[config.mk]
export PLATFORM = sky130hd
export DESIGN_NAME = latched_decoder
export DESIGN_NICKNAME = d
export VERILOG_FILES = /design/src/rtl/latdec_pkg.sv /design/src/rtl/addr_latch.sv /design/src/rtl/onehot_decoder.sv /design/src/rtl/out_stage.sv /design/src/rtl/latched_decoder.sv
export SDC_FILE = /design/constraint.sdc
export NUM_CORES = 1
export LEC_CHECK = 0
export ABC_CLOCK_PERIOD_IN_PS = 1800
export BUFFER_PORTS_ARGS = -buffer_cell sky130_fd_sc_hd__buf_4
export CELL_PAD_IN_SITES_DETAIL_PLACEMENT = 1
export CELL_PAD_IN_SITES_GLOBAL_PLACEMENT = 1
export CORE_UTILIZATION = 24
export CTS_CLUSTER_SIZE = 28
export DETAILED_ROUTE_END_ITERATION = 6
export GPL_ROUTABILITY_DRIVEN = 0
export PLACE_DENSITY_LB_ADDON = 0.1
export SLEW_MARGIN = 20
export SYNTH_ARGS = -nofsm -noshare
export SYNTH_HDL_FRONTEND = slang
export SYNTH_SLANG_ARGS = --single-unit
[constraint.sdc]
create_clock -name clk -period 1.8 [get_ports clk]
set_input_delay 0.27 -clock clk [delete_from_list [all_inputs] [get_ports clk]]
set_output_delay 0.27 -clock clk [all_outputs]
set_load 0.005 [all_outputs]
[src/rtl/latdec_pkg.sv]
package latdec_pkg;

  localparam int unsigned ADDR_W_MAX = 6;

  // Reference one-hot value for address idx; callers truncate to their width.
  function automatic logic [63:0] onehot64(input int unsigned idx);
    return 64'(1) << idx;
  endfunction

endpackage

[src/rtl/addr_latch.sv]
module addr_latch #(
  parameter int unsigned W = 4
) (
  input  logic         clk,
  input  logic         rst_n,
  input  logic         strobe,
  input  logic [W-1:0] data_in,
  output logic [W-1:0] addr_eff
);

  logic [W-1:0] held_q;

  always_ff @(posedge clk or negedge rst_n) begin
    if (!rst_n)      held_q <= '0;
    else if (strobe) held_q <= data_in;
  end

  // transparent path while strobe is high, captured value otherwise
  assign addr_eff = strobe ? data_in : held_q;

  assert_hold_R2: assert property (@(posedge clk) disable iff (!rst_n)
    !strobe |=> held_q == $past(held_q));

  assert_capture_R9: assert property (@(posedge clk) disable iff (!rst_n)
    strobe |=> held_q == $past(data_in));

endmodule

[src/rtl/onehot_decoder.sv]
module onehot_decoder #(
  parameter int unsigned W = 4,
  localparam int unsigned N = 1 << W
) (
  input  logic [W-1:0] addr,
  output logic [N-1:0] dec
);

  for (genvar k = 0; k < N; k++) begin : g_line
    assign dec[k] = (addr == W'(k));
  end

endmodule

[src/rtl/out_stage.sv]
module out_stage #(
  parameter int unsigned N          = 16,
  parameter bit          ACTIVE_LOW = 1'b0
) (
  input  logic [N-1:0] dec,
  input  logic         inhibit,
  output logic [N-1:0] sel_out
);

  localparam logic [N-1:0] POL_MASK = {N{ACTIVE_LOW}};

  logic [N-1:0] gated;

  assign gated   = inhibit ? '0 : dec;
  assign sel_out = gated ^ POL_MASK;

endmodule

[src/rtl/latched_decoder.sv]
module latched_decoder #(
  parameter int unsigned ADDR_W     = 4,
  parameter bit          ACTIVE_LOW = 1'b0
) (
  input  logic                     clk,
  input  logic                     rst_n,
  input  logic                     strobe,
  input  logic                     inhibit,
  input  logic [ADDR_W-1:0]        data_in,
  output logic [(1<<ADDR_W)-1:0]   sel_out
);

  localparam int unsigned OUT_N = 1 << ADDR_W;

  initial begin
    if (ADDR_W > latdec_pkg::ADDR_W_MAX || ADDR_W == 0)
      $error("latched_decoder: ADDR_W out of range");
  end

  logic [ADDR_W-1:0] addr_eff;
  logic [OUT_N-1:0]  dec_vec;

  addr_latch #(.W(ADDR_W)) u_latch (
    .clk      (clk),
    .rst_n    (rst_n),
    .strobe   (strobe),
    .data_in  (data_in),
    .addr_eff (addr_eff)
  );

  onehot_decoder #(.W(ADDR_W)) u_dec (
    .addr (addr_eff),
    .dec  (dec_vec)
  );

  out_stage #(.N(OUT_N), .ACTIVE_LOW(ACTIVE_LOW)) u_out (
    .dec     (dec_vec),
    .inhibit (inhibit),
    .sel_out (sel_out)
  );

  assert_onehot_R5: assert property (@(posedge clk) disable iff (!rst_n)
    $countones(dec_vec) == 1);

  assert_inhibit_R3: assert property (@(posedge clk) disable iff (!rst_n)
    inhibit |-> sel_out == {OUT_N{ACTIVE_LOW}});

  assert_follow_R1: assert property (@(posedge clk) disable iff (!rst_n)
    (strobe && !inhibit) |->
      sel_out == (OUT_N'(latdec_pkg::onehot64(int'(data_in))) ^ {OUT_N{ACTIVE_LOW}}));

  assert_polarity_R6: assert property (@(posedge clk) disable iff (!rst_n)
    !inhibit |-> $countones(sel_out) == (ACTIVE_LOW ? OUT_N - 1 : 1));

endmodule

==> After elaboration in Yosys (flattened, before gate mapping) <==
Cells that the tools add are included.
{ "classes": {"n_eq_ne": 15, "n_mux": 2, "n_reduce_logical": 1} }
{ "op_table": {"columns": ["operator", "n"], "rows": [
  ["== test 4 bit, second input constant", 8],
  ["== test 4 x 3 -> 1 bit, second input constant", 4],
  ["2-to-1 mux 16 bit", 1],
  ["== test 4 x 2 -> 1 bit, second input constant", 2],
  ["== test 4 x 1 -> 1 bit, second input constant", 1],
  ["logical NOT 4 bit", 1],
  ["2-to-1 mux 4 bit", 1]
]} }
{ "word_totals": {"ff_bits": 4, "inputBits": 8, "output_inout_bits": 16, "wordCells": 19} }

==> Logic depth before layout (Yosys ltp) <==
{ "logic_depth": {"depth_word": 3, "depth_mapped": 4} }

==> Hierarchy <==
From an unflattened synthesis, not the netlist that was laid out.
{ "hier_totals": {"cells_unflattened": 45, "hier_area_um2": 515.5} }
{ "by_module_without_submodules": {"columns": ["module", "instances", "cells_each", "area_each_um2", "seq_area_each_um2"], "rows": [
  ["onehot_decoder", 1, 20, 226.5, 0.0],
  ["addr_latch", 1, 8, 145.1, 100.1],
  ["out_stage", 1, 17, 143.9, 0.0]
]} }

==> Least setup slack after synthesis <==
OpenSTA, ideal clock, no wires.
{ "synth_path": {"path_type": "register to output", "from": "register u_latch.held_q[0]", "to": "output port sel_out[14]", "arrival_ns": 1.165, "t_required_ns": 1.530, "path_slack_ns": 0.365, "path_stages_with_launch": 5, "n_path_buf": 0, "path_cell_list": "dfrtp_1 > mux2i_2 > inv_2 > or3_4 > nor2_1"} }
{ "synth_via": {"elab_chain_len": 3} }
{ "synth_rtl": {"columns": ["item", "line_no", "source"], "rows": [
  ["start: declaration", "addr_latch.sv:11", "logic [W-1:0] held_q;"],
  ["start signal: assignment", "addr_latch.sv:15", "else if (strobe) held_q <= data_in;"],
  ["2-to-1 mux 4 bit", null, null],
  ["via addr_eff[0]", "latched_decoder.sv:20", "logic [ADDR_W-1:0] addr_eff;"],
  ["== test 4 bit", "onehot_decoder.sv:10", "assign dec[k] = (addr == W'(k));"],
  ["2-to-1 mux 16 bit", "out_stage.sv:14", "assign gated = inhibit ? '0 : dec;"],
  ["end: declaration", "latched_decoder.sv:10", "output logic [(1<<ADDR_W)-1:0] sel_out"]
]} }
The timed path passes the listed nets, and every way through them passes these cells.

==> Worst setup path in the final report <==
Ends and elaborated chain as after synthesis.

==> results.cfg <==
[outcome]
outcome = finished, final reports clean

[hold_path]
hold_path_class = in -> reg

[synth]
synth_cell_types = 15
netlist_area_um2 = 327
synth_cells = 42
ys_warn_count = 0
synthSimpleGateAreaFrac = 0.410
synthXorXnorAreaFrac = 0
ys_ff_latch = 4
synth_compound_area_frac = 0.0805
synth_adder_area_share = 0
yosysSeqAreaShare = 0.307
synth_nets = 50
synthMuxAreaShare = 0.153
synth_top_family_by_area = simple AND/OR/NAND/NOR gates
syn_avg_cell_area_um2 = 7.78

[pwr]
p_comb_frac = 0.349
irDropWorstVdd_mv = 0.347
power.switching_mw = 0.0930
p_int_mw = 0.234
seqPwrFrac = 0.332
power_frac_clock = 0.319
switching_share = 0.284
p_total_mw = 0.327
power_density_nw_per_um2 = 546
p_leak_nw = 0.287

[flow_run]
cap_violations = 0

[critical_path]
slowest_delay_ns = 0.39
cp-end-kind = output port
crit_path_top_delay_cell = dfrtp_1
worst-path-buf-inv = 2
cp_max_fo = 3
cp_data_required_time_ns = 1.53
cp-start-kind = flop
arrival_ns = 1.50
cp_cell_sequence = mux2i_4, inv_2, or3_4, nor2_2, buf_4
worstSetupPathType = reg -> out
path_delay_family = simple AND/OR/NAND/NOR gates

[die]
io_pins = 24
die_h_um = 38.9
start_util = 0.275
die_area_um2 = 1510
core-area_um2 = 1190
rows = 12
dieWidth_um = 38.9

[timing]
hold_slack_ns = 0.321
finalSetupTns_ns = 0
fin_ws_ns = 0.0307
worstMarginPinSlew_ns = 0.452
relSlewSlack = 0.697
skew_ns = 0
setup_violations = 0
period_needed_ns = 1.77
slew_viol_final = 0
finalCritPeriodShare = 0.983
rsz0062_at_grt = true
hold_violations = 0
max_freq_ghz = 0.565

[clock_tree]
clk_pin_slew_ns = 0.04
htreeDepth = 1
cts_tree = built
cts_root_buffer = clkbuf_4
cts.sinks = 4
clock_path_buffers = 2
clkLatencyLatePin_ns = 0.23
numCtsBuffers = 3

[global_route]
overflow = 0
grt_pass1_vias = 380
antenna_found_initial = 0
grt.total_usage = 0.171
grt_start_max_net_pins = 11
grt_pass1_wl_mm = 1.72

[detailed_routing]
antenna_left = 0
wl_per_cell_um = 12.9
drc = 0
viasPerCell = 4.69
wirelength_mm = 1.12
vias = 408
dr.pass1.iters = 3
drt_iter0_drc = 2

[finish]
layout_common_cells = buf_4 (28), nor2_1 (14), nor3_1 (5), dfrtp_1 (4), clkbuf_4 (3)
largest_reg_flops = 4
reg_top3 = u_latch.held_q: 4 flops
finalNetCount = 83
area_delta_synth_final_pct = 83.5
drive_above_1_share = 0.562
regMostFlops = u_latch.held_q
n_antenna_cell = 0
mostFrequentLayoutCell = buf_4

[place]
port_buffers = 23
dp_slack_ns = 0.0950
hpwlAfterDp_um = 884
[through the flow]
stage                      util  cell area, um^2  cells
after detailed placement  0.457              542     82
after global placement    0.457              542     82
final                     0.505              599     87
after global routing      0.505              599     87
after floorplan               -              327     42
after CTS                 0.498              591     87
[per-layer routing]
layer / GRT usage / vias up / wire, um
met1: 0.192 / 183 / 454
met5: 0 / - / 0
met2: 0.304 / 15 / 620
met3: 0.0347 / 0 / 46
li1: - / 210 / -
met4: 0.0776 / 0 / 0
[power by group through the flow]
stage / clock [mW] / combinational [mW] / sequential [mW]
floorplan: 0 / 0.0508 / 0.106
global placement: 0 / 0.104 / 0.108
detailed placement: 0 / 0.104 / 0.109
CTS: 0.110 / 0.113 / 0.108
global route: 0.111 / 0.126 / 0.110
finish: 0.104 / 0.114 / 0.109
[repair_timing]
item,CTS,global route
pin swaps,0,1
endpoints found under the hold margin,4,0
buffers inserted,1,0
endpoints found under the setup margin,6,2
resized for setup,1,2
hold buffers,1,0
[cell type report]
class                           count  area (um^2)
Inverter                            3         11.3
Sequential cell                     4          100
Clock buffer                        3         22.5
Tap cell                           14         17.5
Multi-Input combinational cell     34          228
Fill cell                         148          587
Timing Repair Buffer               29          220
[cell usage after synthesis]
cell     number  share of area
buf_2         1          0.015
and3b_1       1          0.027
inv_2         2          0.023
a31oi_1       2          0.038
dfrtp_1       4           0.31
mux2_2        2          0.069
a32oi_1       1          0.027
or3_1         2          0.038
a21oi_1       1          0.015
nor4b_1       1          0.027
inv_1         1          0.011
nor3_1        5          0.077
mux2i_2       2          0.084
nor2_1       15           0.17
or3_4         2          0.069
[worst reg2reg max path, delay by kind of cell (launching register included)]
| kind | cells | cell delay, ns |
|---|---|---|
| buffers and inverters | 2 | 0.20 |
| muxes | 1 | 0.18 |
| DFF | 1 | 0.39 |
[final timing paths]
check	start	cells past startpoint	slack, ns	endpoint
max in group asynchronous	rst_n	2	1.31	u_latch.held_q[3]
setup reg to reg	u_latch.held_q[0]	3	0.91	u_latch.held_q[0]
hold reg to reg	u_latch.held_q[3]	1	0.59	u_latch.held_q[3]
min in group asynchronous	rst_n	2	0.39	u_latch.held_q[0]
hold / removal	data_in[3]	2	0.32	u_latch.held_q[3]
setup / recovery	u_latch.held_q[0]	5	0.03	sel_out[14]
[kinds of logic (layout without fill, tap and decap cells)]
family,count (synthesis),after routing
flip-flops,4,4
AND/OR/NAND/NOR,26,26
buffers and inverters,4,35
multiplexers,4,4
AO/OA/AOI/OAI,4,4
No activity file was read; power rests on OpenSTA's default activity.
